`src/rtl/los_pkg.sv`:
```
`timescale 1ns/1ps
package los_pkg;
  localparam int unsigned LOS_WIN_LEN_DEF    = 180;
  localparam int unsigned LOS_DECL_RUN_DEF   = 180;
  localparam int unsigned LOS_CLR_MARKS_DEF  = 60;

  function automatic int unsigned cnt_width(input int unsigned max_val);
    return (max_val < 2) ? 1 : $clog2(max_val + 1);
  endfunction
endpackage

```
`src/rtl/los_zero_run.sv`:
```
`timescale 1ns/1ps
module los_zero_run #(
  parameter int unsigned DECL_RUN = los_pkg::LOS_DECL_RUN_DEF
) (
  input  logic clk_i,
  input  logic rst_ni,
  input  logic valid_i,
  input  logic bit_i,
  output logic at_limit_o
);
  localparam int unsigned RW = los_pkg::cnt_width(DECL_RUN);
  localparam logic [RW-1:0] LIMIT = RW'(DECL_RUN);

  logic [RW-1:0] run_q, run_d;

  always_comb begin
    if (bit_i)               run_d = '0;
    else if (run_q == LIMIT) run_d = run_q;
    else                     run_d = run_q + 1'b1;
  end

  // look-ahead: true when the bit being sampled completes the run
  assign at_limit_o = valid_i && (run_d == LIMIT);

  always_ff @(posedge clk_i or negedge rst_ni) begin
    if (!rst_ni)      run_q <= '0;
    else if (valid_i) run_q <= run_d;
  end

  a_r8_run_saturates: assert property (@(posedge clk_i) disable iff (!rst_ni)
    run_q <= LIMIT);
  a_r3_one_restarts: assert property (@(posedge clk_i) disable iff (!rst_ni)
    (valid_i && bit_i) |=> (run_q == '0));
  a_r7_run_holds: assert property (@(posedge clk_i) disable iff (!rst_ni)
    !valid_i |=> $stable(run_q));
endmodule

```
`src/rtl/los_mark_window.sv`:
```
`timescale 1ns/1ps
module los_mark_window #(
  parameter int unsigned WIN_LEN = los_pkg::LOS_WIN_LEN_DEF
) (
  input  logic clk_i,
  input  logic rst_ni,
  input  logic valid_i,
  input  logic bit_i,
  output logic [los_pkg::cnt_width(WIN_LEN)-1:0] marks_d_o
);
  localparam int unsigned CW = los_pkg::cnt_width(WIN_LEN);

  logic [WIN_LEN-1:0] hist_q;
  logic [CW-1:0]      marks_q;
  logic               leave;

  assign leave     = hist_q[WIN_LEN-1];
  assign marks_d_o = marks_q + CW'(bit_i) - CW'(leave);

  always_ff @(posedge clk_i or negedge rst_ni) begin
    if (!rst_ni) begin
      hist_q  <= '0;
      marks_q <= '0;
    end else if (valid_i) begin
      hist_q  <= {hist_q[WIN_LEN-2:0], bit_i};
      marks_q <= marks_d_o;
    end
  end

  a_r4_count_bounded: assert property (@(posedge clk_i) disable iff (!rst_ni)
    marks_q <= CW'(WIN_LEN));
  a_r4_count_matches_hist: assert property (@(posedge clk_i) disable iff (!rst_ni)
    marks_q == CW'($countones(hist_q)));
  a_r7_window_holds: assert property (@(posedge clk_i) disable iff (!rst_ni)
    !valid_i |=> ($stable(marks_q) && $stable(hist_q)));
endmodule

```
`src/rtl/los_state.sv`:
```
`timescale 1ns/1ps
module los_state #(
  parameter int unsigned WIN_LEN   = los_pkg::LOS_WIN_LEN_DEF,
  parameter int unsigned CLR_MARKS = los_pkg::LOS_CLR_MARKS_DEF
) (
  input  logic clk_i,
  input  logic rst_ni,
  input  logic valid_i,
  input  logic run_limit_i,
  input  logic [los_pkg::cnt_width(WIN_LEN)-1:0] marks_d_i,
  output logic los_o,
  output logic change_o
);
  localparam int unsigned CW = los_pkg::cnt_width(WIN_LEN);
  localparam logic [CW-1:0] CLR_TH = CW'(CLR_MARKS);

  logic los_q, los_d, chg_q;

  always_comb begin
    los_d = los_q;
    if (valid_i) begin
      if (!los_q && run_limit_i)        los_d = 1'b1;
      else if (los_q && marks_d_i >= CLR_TH) los_d = 1'b0;
    end
  end

  always_ff @(posedge clk_i or negedge rst_ni) begin
    if (!rst_ni) begin
      los_q <= 1'b1;
      chg_q <= 1'b0;
    end else begin
      los_q <= los_d;
      chg_q <= los_d ^ los_q;
    end
  end

  assign los_o    = los_q;
  assign change_o = chg_q;

  a_r6_pulse_tracks_level: assert property (@(posedge clk_i) disable iff (!rst_ni)
    (los_q != $past(los_q)) == chg_q);
  a_r6_pulse_single: assert property (@(posedge clk_i) disable iff (!rst_ni)
    chg_q |=> !chg_q);
  a_r7_level_holds: assert property (@(posedge clk_i) disable iff (!rst_ni)
    !valid_i |=> $stable(los_q));
  a_r2_rise_needs_run: assert property (@(posedge clk_i) disable iff (!rst_ni)
    (!los_q && !run_limit_i) |=> !los_q);
  a_r4_fall_needs_marks: assert property (@(posedge clk_i) disable iff (!rst_ni)
    (los_q && valid_i && marks_d_i < CLR_TH) |=> los_q);
endmodule

```
`src/rtl/los_detector.sv`:
```
`timescale 1ns/1ps
module los_detector #(
  parameter int unsigned WIN_LEN   = los_pkg::LOS_WIN_LEN_DEF,
  parameter int unsigned DECL_RUN  = los_pkg::LOS_DECL_RUN_DEF,
  parameter int unsigned CLR_MARKS = los_pkg::LOS_CLR_MARKS_DEF
) (
  input  logic clk_i,
  input  logic rst_ni,
  input  logic bit_valid_i,
  input  logic bit_i,
  output logic los_o,
  output logic los_change_o
);
  localparam int unsigned CW = los_pkg::cnt_width(WIN_LEN);

  logic          run_limit;
  logic [CW-1:0] marks_d;

  los_zero_run #(.DECL_RUN(DECL_RUN)) i_zero_run (
    .clk_i      (clk_i),
    .rst_ni     (rst_ni),
    .valid_i    (bit_valid_i),
    .bit_i      (bit_i),
    .at_limit_o (run_limit)
  );

  los_mark_window #(.WIN_LEN(WIN_LEN)) i_mark_window (
    .clk_i     (clk_i),
    .rst_ni    (rst_ni),
    .valid_i   (bit_valid_i),
    .bit_i     (bit_i),
    .marks_d_o (marks_d)
  );

  los_state #(.WIN_LEN(WIN_LEN), .CLR_MARKS(CLR_MARKS)) i_state (
    .clk_i       (clk_i),
    .rst_ni      (rst_ni),
    .valid_i     (bit_valid_i),
    .run_limit_i (run_limit),
    .marks_d_i   (marks_d),
    .los_o       (los_o),
    .change_o    (los_change_o)
  );
endmodule

```
`config.mk`:
```
export PLATFORM = sky130hd
export DESIGN_NAME = los_detector
export DESIGN_NICKNAME = d
export VERILOG_FILES = /design/src/rtl/los_pkg.sv /design/src/rtl/los_zero_run.sv /design/src/rtl/los_mark_window.sv /design/src/rtl/los_state.sv /design/src/rtl/los_detector.sv
export SDC_FILE = /design/constraint.sdc
export NUM_CORES = 1
export LEC_CHECK = 0
export BUFFER_PORTS_ARGS = -buffer_cell sky130_fd_sc_hd__buf_2
export CAP_MARGIN = 10
export CORE_MARGIN = 10
export CORE_UTILIZATION = 25
export CTS_BUF_LIST = sky130_fd_sc_hd__clkbuf_16
export CTS_CLUSTER_DIAMETER = 40
export CTS_CLUSTER_SIZE = 20
export DETAILED_ROUTE_END_ITERATION = 10
export MAX_ROUTING_LAYER = met4
export PLACE_DENSITY = 0.44
export SETUP_SLACK_MARGIN = 0.1
export SYNTH_ARGS = -nofsm -noshare
export SYNTH_HDL_FRONTEND = slang
export SYNTH_SLANG_ARGS = --single-unit
```
`constraint.sdc`:
```
create_clock -name clk_i -period 2.6 [get_ports clk_i]
set_input_delay 0.26 -clock clk_i [delete_from_list [all_inputs] [get_ports clk_i]]
set_output_delay 0.26 -clock clk_i [all_outputs]
set_load 0.005 [all_outputs]
```
==> impl_metrics.tcl, run 1 <==
set metrics [dict create \
    status "complete, no violations" \
    antenna_found_initial 0 \
    synth_edf_count 0 \
    synth_cell_types 45 \
    skew_ns 0.0111 \
    nets 548 \
    path_clk_slew_ns 0.07 \
    crit_top_cell "inv_1" \
    htreeDepth 4 \
    reg2reg_slack_ns 0.26 \
    first_iter_violations 160 \
    cp_data_required_time_ns 2.92 \
    crit_chain "ha_1, inv_1, ha_4, inv_1, fa_2, nor2b_4, o31ai_1, a21oi_1, xnor2_1, a31oi_1, nand2b_1" \
    cp_top_family "adder cells" \
    muxShareOfSynthArea_pct 26.0 \
    antenna_cells 0 \
    worstSetupStartpointType "register" \
    drt-met1-wl_um 5110 \
    synth_cells 529 \
    maxCapViolCount 0 \
    cts_tree "built" \
    critPathMaxFanout 3 \
    syn_nets 544 \
    clk_latency_ns 0.42 \
    met3_length_um 293 \
    synthSimpleGateAreaFrac_pct 3.02 \
    critPathCaptureType "register" \
    cpPeakStageDelay_ns 0.40 \
    ant_nets 0 \
    relSlewSlack_pct 57.2 \
    setup_viol 0 \
    drv_slew 0 \
    cp_num_buf_inv 2 \
    setup_slack_ns 0.264 \
    seq_power_share_pct 47.7 \
    die_width_um 198 \
    preCtsSetupSlack_ns 0.191 \
    clock_sinks 198 \
    hold_class "in2reg" \
    stdcell_area_um2 9060 \
    final_layout_size_suffix_gt1_share_pct 42.3 \
    worst_slew_pin_slew_ns 0.642 \
    io_buffers 5 \
    post_cts_buffers 0 \
    synth_top_flop_cell "dfrtp_1" \
    grt_overflow_total 0 \
    report.final.hold_viol_count 0 \
    rows 65 \
    grt_pass1_wl_um 19400 \
    dr_wl_met2_um 5230 \
    fin_util_pct 28.8 \
    post-route-min-period_ns 2.34 \
    root_buffer "clkbuf_16" \
    crit_arrival_ns 2.65 \
    min_period_over_period_pct 89.8 \
    pwr-share-comb_pct 18.0 \
    cts_buffers 17 \
    start_util_pct 25.3 \
    intPower_w 0.00536 \
    grt_max_degree 127 \
    synth.cell_area_um2 7960 \
    wl_per_cell_um 11.4 \
    grt_pass1_vias 4263 \
    gp_congestion 0.677 \
    dr.pass1.iters 4 \
    route.detailed.drc 0 \
    die-height_um 198 \
    synth_fa_ha_area_share_pct 1.82 \
    synth_top_family_by_area "multiplexers" \
    placed_area_um2 8450 \
    post-dp-hpwl_um 6490 \
    timing.fmax_ghz 0.428 \
    power_leakage_nw 4.35 \
    viasPerCell 4.24 \
    slowest_stage "fa_2" \
    rsz0062_at_grt "false" \
    core_um2 31500 \
    synth_xor_area_share_pct 1.10 \
    p_clk_share_pct 34.4 \
    synth_sequential_area_ratio_pct 62.3 \
    synth-seq-cells 198 \
    clockBufferDepth 2 \
    synth_compound_area_share_pct 3.60 \
    top_layer "met4" \
    pin_count 6 \
    yosysWarnings 0 \
    switchingPower_w 0.00204 \
    p_sw_share_pct 27.5 \
    async_flop_share_pct 100 \
    fin_tns_setup_ns 0 \
    p_per_area_nw_per_um2 817 \
    crit_type "reg2reg" \
    num_vias 4017 \
    wirelength_um 10800 \
    grt_util_all_layers_pct 6.17 \
    vdd_ir_drop_max_v 0.000440 \
    dieArea_um2 39400 \
    syn-mean-instance-area_um2 15.0 \
    area_growth_syn_to_layout_pct 13.8 \
]
-- through the flow --
stage               total power, W  instances  hold WS (ns)
finish                     0.00740        948         0.182
global route               0.00785        948         0.178
CTS                        0.00751        948         0.147
detailed placement         0.00491        915         0.278
global placement           0.00486        915         0.270
floorplan                  0.00459        529       -0.0356
-- kinds of logic (layout without fill, tap and decap cells) --
| group | after synthesis | in the layout |
|---|---|---|
| mux | 184 | 184 |
| buf+inv | 41 | 58 |
| simple gates | 42 | 42 |
| compound gates | 43 | 43 |
| flops | 198 | 198 |
| fa+ha+maj | 11 | 11 |
| xor+xnor | 10 | 10 |
-- Yosys cell counts (2+ instances only) --
cell type,count,share of area [%]
nor2b_1,3,0.24
nor3b_1,2,0.19
nor3_1,2,0.13
o22ai_1,4,0.31
a21oi_1,8,0.50
nand2_1,11,0.52
o211ai_1,2,0.19
o31ai_1,3,0.28
nor4_1,2,0.16
buf_1,2,0.094
o21ai_0,9,0.57
ha_1,10,1.6
a211oi_1,2,0.19
a21o_1,3,0.28
nor2_1,8,0.38
xnor2_1,8,0.88
nand2b_1,3,0.24
dfrtp_1,197,62
or3_1,2,0.16
buf_4,2,0.19
clkbuf_1,11,0.52
inv_1,16,0.75
buf_2,10,0.63
a31oi_1,2,0.16
o21ai_1,2,0.13
nand3_1,3,0.19
xor2_1,2,0.22
mux2i_1,4,0.50
mux2_2,180,25
-- state kept, by name, indices dropped and copies added, names as in the netlist --
name	count
i_state.change_o	1
i_mark_window.marks_q	8
i_state.los_o	1
i_mark_window.hist_q	180
i_zero_run.run_q	8
-- area by class of cell --
type / count / area (µm²)
Fill cell: 3105 / 22400
Timing Repair Buffer: 10 / 118
Inverter: 16 / 60.1
Clock inverter: 15 / 146
Multi-Input combinational cell: 290 / 2850
Clock buffer: 17 / 425
Sequential cell: 198 / 4960
Tap cell: 402 / 503
-- what timing repair did --
item,CTS,global route
hold endpoints to repair,58,0
resized for setup,0,5
setup endpoints to repair,0,2
hold buffers,1,0
-- metal layers --
metal  track usage [%]  vias to the layer above
li1                  -                     1885
met1              6.79                     2102
met2              10.1                       22
met3              2.20                        8
met4              2.45                        0
met5                 -                        -
-- layout by cell type, fill, tap and decap left out, drive strengths merged, types with 8 or more instances in the layout --
cell,instances
mux2,180
nand2,11
a21oi,8
nor2,8
dfrtp,197
ha,10
xnor2,8
buf,8
clkbuf,18
inv,22
o21ai,11
-- power groups by stage --
stage / Sequential [W] / Clock, W / Combinational (W)
after global routing: 0.00357 / 0.00278 / 0.00151
after CTS: 0.00353 / 0.00265 / 0.00132
after global placement: 0.00358 / 0 / 0.00128
after detailed placement: 0.00359 / 0 / 0.00132
after floorplan: 0.00354 / 0 / 0.00105
final: 0.00353 / 0.00254 / 0.00133
-- worst paths after layout --
path                                                            start                                     to  cells after the start
min in group asynchronous                                      rst_ni  i_mark_window.hist_q[129]$_DFFE_PN0P_                      2
worst min register to register   i_mark_window.hist_q[42]$_DFFE_PN0P_   i_mark_window.hist_q[43]$_DFFE_PN0P_                      1
worst max-delay path            i_mark_window.hist_q[179]$_DFFE_PN0P_             i_state.change_o$_DFF_PN0_                     11
worst min-delay path                                            bit_i        i_zero_run.run_q[7]$_DFFE_PN0P_                      2
max in group asynchronous                                      rst_ni                i_state.los_o$_DFF_PN1_                      3
worst max register to register  i_mark_window.hist_q[179]$_DFFE_PN0P_             i_state.change_o$_DFF_PN0_                     11
Note: power is estimated with default switching activity, not from simulation.
==> run 2: changes to the inputs <==
- CTS_BUF_LIST: sky130_fd_sc_hd__clkbuf_16 -> sky130_fd_sc_hd__clkbuf_8
- clock period: 2.6 -> 2.9 ns (I/O delays scaled with it)
==> impl_metrics.tcl, run 2 (synthesized netlist as in run 1, its figures left out) <==
set metrics [dict create \
    grt_max_degree 134 \
    worstReg2RegEnd "i_state.los_o$_DFF_PN1_" \
    top_regs "i_mark_window.hist_q (180), i_mark_window.marks_q (8), i_zero_run.run_q (8)" \
    total_power_w 0.00610 \
    cts_buffers 17 \
    reg2regPathDepth 11 \
    reg2reg_slack_ns 0.47 \
    die_width_um 198 \
    io_buffers 5 \
    p_per_area_nw_per_um2 688 \
    viasPerCell 4.19 \
    pin_count 6 \
    first_iter_violations 184 \
    drv_slew 0 \
    grt_util_all_layers_pct 6.17 \
    antenna_cells 0 \
    final_common_cell "dfrtp_1" \
    largest_reg_flops 180 \
    clockBufferDepth 2 \
    path_clk_slew_ns 0.11 \
    worstSetupStartpointType "register" \
    final_layout_size_suffix_gt1_share_pct 41.9 \
    start_util_pct 25.3 \
    htreeDepth 4 \
    cts_tree "built" \
    min_period_over_period_pct 83.7 \
    power_leakage_nw 4.28 \
    root_buffer "clkbuf_8" \
    area_growth_syn_to_layout_pct 11.4 \
    report.final.hold_viol_count 0 \
    die-height_um 198 \
    skew_ns 0.0116 \
    preCtsSetupSlack_ns 0.489 \
    rows 65 \
    startpoint "i_mark_window.hist_q[179]$_DFFE_PN0P_" \
    clock_sinks 198 \
    nets 551 \
    grt_pass1_vias 4283 \
    critPathMaxFanout 3 \
    ant_nets 0 \
    gp_congestion 0.703 \
    rsz0062_at_grt "false" \
    wirelength_um 10900 \
    r2r_start "i_mark_window.hist_q[179]$_DFFE_PN0P_" \
    instances_no_fill 951 \
    vdd_ir_drop_max_v 0.000270 \
    timing.fmax_ghz 0.412 \
    grt_overflow_total 0 \
    dp_cells 918 \
    post-dp-hpwl_um 6560 \
    num_vias 3987 \
    setup_viol 0 \
    core_um2 31500 \
    dieArea_um2 39400 \
    status "complete, no violations" \
    maxCapViolCount 0 \
    route.detailed.drc 0 \
    crit_arrival_ns 2.82 \
    post-route-min-period_ns 2.43 \
    hold_class "in2reg" \
    relSlewSlack_pct 51.5 \
    grt_pass1_wl_um 19500 \
    setup_slack_ns 0.471 \
    worst_slew_pin_slew_ns 0.728 \
    critPathCaptureType "register" \
    wl_per_cell_um 11.4 \
    mostFrequentLayoutCells "dfrtp_1, mux2_2, clkbuf_8, inv_1, nand2_1" \
    regMostFlops "i_mark_window.hist_q" \
    fin_tns_setup_ns 0 \
    clk_latency_ns 0.46 \
    fin_util_pct 28.2 \
    dr.pass1.iters 4 \
    antenna_found_initial 0 \
    cp_data_required_time_ns 3.29 \
    crit_type "reg2reg" \
    endpoint "i_state.los_o$_DFF_PN1_" \
]
-- run 2: cell types whose count changed in the layout (fill, tap and decap cells not counted), sizes merged --
| cell | delta |
|---|---|
| inv | +3 |
| buf | +3 |
| clkinv | -4 |
| clkbuf | +1 |
-- run 2: cell type report --
type | instances | area [µm²]
clock inverters | 14 | 159
repair buffers | 13 | 115
inverters | 16 | 60.1
clock buffers | 18 | 248
well taps | 402 | 503
multi-input cells | 290 | 2830
fillers | 3172 | 22600
flip-flops and latches | 198 | 4960
-- run 2: how the worst min path moves through the flow --
| stage | start | end | slack (ns) | depth (start not counted) |
|---|---|---|---|---|
| 2_1_floorplan | rst_ni | i_mark_window.hist_q[0]$_DFFE_PN0P_ | -0.006 | 0 |
| 3_3_place_gp | rst_ni | i_mark_window.hist_q[127]$_DFFE_PN0P_ | 0.39 | 1 |
| 3_5_place_dp | rst_ni | i_mark_window.hist_q[127]$_DFFE_PN0P_ | 0.41 | 1 |
| 4_1_cts | bit_valid_i | i_mark_window.marks_q[6]$_DFFE_PN0P_ | 0.13 | 2 |
| 5_1_grt | bit_valid_i | i_mark_window.marks_q[1]$_DFFE_PN0P_ | 0.13 | 2 |
| 6_report | bit_valid_i | i_mark_window.marks_q[2]$_DFFE_PN0P_ | 0.16 | 2 |
-- run 2: repair_timing --
action | CTS | global route
hold endpoints to repair | 88 | 0
hold buffers | 1 | 0
resized for setup | 0 | 0
setup buffers | 0 | 0
endpoints found under the setup margin | 0 | 0
-- run 2: metrics by stage --
step,hold WS [ns],instance area (µm²)
4_1_cts,0.127,8870
6_report,0.165,8870
2_1_floorplan,-0.00559,7960
5_1_grt,0.128,8870
3_3_place_gp,0.390,8450
3_5_place_dp,0.413,8450
-- run 2: routing by layer --
| metal | vias up | GRT usage [%] | share of wire, % |
|---|---|---|---|
| met4 | 0 | 2.88 | 1.6 |
| met3 | 13 | 2.01 | 2.9 |
| met2 | 23 | 10.2 | 49 |
| li1 | 1892 | - | - |
| met1 | 2059 | 6.66 | 47 |
| met5 | - | - | 0 |
-- run 2: report_power, final --
| group | total [W] | internal, W | switching, W | leakage [nW] |
|---|---|---|---|---|
| registers | 0.00316 | 0.00302 | 0.000146 | 2.69 |
| logic | 0.00117 | 0.000559 | 0.000616 | 1.38 |
| clock network | 0.00177 | 0.000745 | 0.00102 | 0.204 |
-- run 2: worst max-delay path, stage by stage (launching register included) --
cell and delay (ns):
dfrtp_1 0.41, ha_1 0.28, inv_1 0.06, ha_1 0.18, inv_1 0.07, fa_1 0.41
nor2b_1 0.16, o31ai_1 0.10, a21oi_1 0.16, xnor2_1 0.17, a31oi_1 0.15, a211oi_2 0.22
==> run 3: changes to the inputs <==
- clock period: 2.9 -> 2.3 ns (I/O delays scaled with it)
==> impl_metrics.tcl, run 3 (synthesized netlist as in run 1, its figures left out) <==
set metrics [dict create \
    min_to "i_zero_run.run_q[0]$_DFFE_PN0P_" \
    pwr-share-comb_pct 25.1 \
    final_layout_size_suffix_gt1_share_pct 46.4 \
    antenna_found_initial 0 \
    worstReg2RegEnd "i_state.change_o$_DFF_PN0_" \
    cpPeakStageDelay_ns 0.39 \
    clk_latency_ns 0.46 \
    seqCellArea_um2 4960 \
    multi_input_comb_area_um2 2960 \
    grt_pass1_wl_um 20000 \
    final_common_cell "dfrtp_1" \
    p_clk_share_pct 25.4 \
    worst_slew_pin_slew_ns 0.562 \
    report.final.hold_viol_count 0 \
    rsz0062_at_grt "true" \
    post-dp-hpwl_um 6820 \
    setup_viol 0 \
    dr.pass1.iters 4 \
    reg2reg_slack_ns 0.04 \
    htreeDepth 4 \
    crit_chain "inv_1, ha_1, a21o_1, a22oi_1, o31ai_4, or3_4, a31oi_4, nand2b_1" \
    start_util_pct 25.3 \
    largest_reg_flops 180 \
    drv_slew 0 \
    cts_buffers 17 \
    area_growth_syn_to_layout_pct 13.9 \
    nets 560 \
    regMostFlops "i_mark_window.hist_q" \
    viasPerCell 4.20 \
    reg2regPathDepth 8 \
    ant_nets 0 \
    core_um2 31500 \
    crit_arrival_ns 2.66 \
    critPathCaptureType "register" \
    grt_overflow_total 0 \
    maxCapViolCount 0 \
    route.detailed.drc 0 \
    hold_class "in2reg" \
    seq_power_share_pct 49.5 \
    io_buffers 5 \
    fin_util_pct 28.8 \
    dieArea_um2 39400 \
    p_per_area_nw_per_um2 892 \
    critPathMaxFanout 5 \
    slowest_stage "dfrtp_1" \
    switchingPower_w 0.00251 \
    wirelength_um 11500 \
    first_iter_violations 171 \
    clockBufferDepth 2 \
    r2r_start "i_mark_window.marks_q[6]$_DFFE_PN0P_" \
    mostFrequentLayoutCells "dfrtp_1, mux2_2, clkbuf_8, inv_1" \
    cts_tree "built" \
    grt_max_degree 96 \
    intPower_w 0.00557 \
    p_sw_share_pct 31.1 \
    die-height_um 198 \
    num-fill-cells 3103 \
    crit_type "reg2reg" \
    worstSetupStartpointType "register" \
    gp_congestion 0.738 \
    min_period_over_period_pct 98.4 \
    path_clk_slew_ns 0.11 \
    status "complete, no violations" \
    pin_count 6 \
    relSlewSlack_pct 62.5 \
    hold_start "bit_valid_i" \
    num_vias 4028 \
    power_leakage_nw 4.33 \
    die_width_um 198 \
    antenna_cells 0 \
    dp_cells 922 \
    instances_no_fill 958 \
    rows 65 \
    cp_data_required_time_ns 2.70 \
    grt_pass1_vias 4301 \
    whs_ns 0.150 \
    top_regs "i_mark_window.hist_q (180), i_mark_window.marks_q (8), i_zero_run.run_q (8)" \
    root_buffer "clkbuf_8" \
    vdd_ir_drop_max_v 0.000400 \
    hold_path_depth 3 \
    grt_util_all_layers_pct 6.34 \
    skew_ns 0.0162 \
    timing.fmax_ghz 0.442 \
    wl_per_cell_um 12.0 \
    clock_sinks 198 \
    post-route-min-period_ns 2.26 \
]
==> run 3: layout make-up <==
cell class | instances | area share [%]
Sequential cell | 198 | 54.7
Multi-Input combinational cell | 290 | 32.7
Tap cell | 402 | 5.55
Clock buffer | 17 | 2.58
Timing Repair Buffer | 22 | 2.47
Clock inverter | 13 | 1.28
Inverter | 16 | 0.691
==> run 3: worst max-delay path by stage <==
stage,from,slack (ns),to
global placement,i_mark_window.marks_q[0]$_DFFE_PN0P_,-0.02,i_state.los_o$_DFF_PN1_
detailed placement,i_mark_window.marks_q[0]$_DFFE_PN0P_,-0.09,i_state.los_o$_DFF_PN1_
finish,i_mark_window.marks_q[6]$_DFFE_PN0P_,0.04,i_state.change_o$_DFF_PN0_
floorplan,i_mark_window.marks_q[0]$_DFFE_PN0P_,0.11,i_state.change_o$_DFF_PN0_
global route,i_mark_window.marks_q[0]$_DFFE_PN0P_,-0.12,i_state.los_o$_DFF_PN1_
CTS,i_mark_window.hist_q[179]$_DFFE_PN0P_,0.05,i_state.change_o$_DFF_PN0_
==> run 3: timing repair <==
item                                   4_1_cts  5_1_grt
endpoints found under the hold margin       47        0
cloned                                       0        0
pin swaps                                    7        8
setup endpoints to repair                    3        4
setup buffers                                4        1
hold buffers                                 1        0
gates resized for setup                     14       15
==> run 3: power by group through the flow <==
| stage | Clock (W) | Sequential [W] | Combinational, W |
|---|---|---|---|
| 3_5_place_dp | 0 | 0.00406 | 0.00154 |
| 3_3_place_gp | 0 | 0.00405 | 0.00149 |
| 5_1_grt | 0.00230 | 0.00404 | 0.00224 |
| 2_1_floorplan | 0 | 0.00400 | 0.00119 |
| 6_report | 0.00205 | 0.00400 | 0.00203 |
| 4_1_cts | 0.00217 | 0.00399 | 0.00168 |
==> run 3: per-layer routing <==
metal | vias up | global-route usage [%] | share of wire, %
met3 | 18 | 1.86 | 2.2
li1 | 1900 | - | -
met5 | - | - | 0
met1 | 2086 | 7.57 | 49
met2 | 24 | 9.71 | 47
met4 | 0 | 2.99 | 1.8
==> run 3: stage by stage <==
stage | TNS [ns] | instance area (µm²) | total power, W | setup slack [ns]
after floorplan | 0 | 7960 | 0.00519 | 0.106
after global placement | -0.0358 | 8520 | 0.00554 | -0.0203
after detailed placement | -0.152 | 8520 | 0.00560 | -0.0923
after CTS | 0 | 8960 | 0.00783 | 0.0540
after global routing | -0.191 | 9060 | 0.00859 | -0.125
final | 0 | 9060 | 0.00808 | 0.0357
==> run 3: critical path, delay by kind of cell (launching register included) <==
family / cells / cell delay [ns]
and+or+nand+nor: 2 / 0.49
AOI/OAI and AO/OA: 4 / 0.82
buffers and inverters: 1 / 0.18
DFF: 1 / 0.39
adders and majority gates: 1 / 0.34
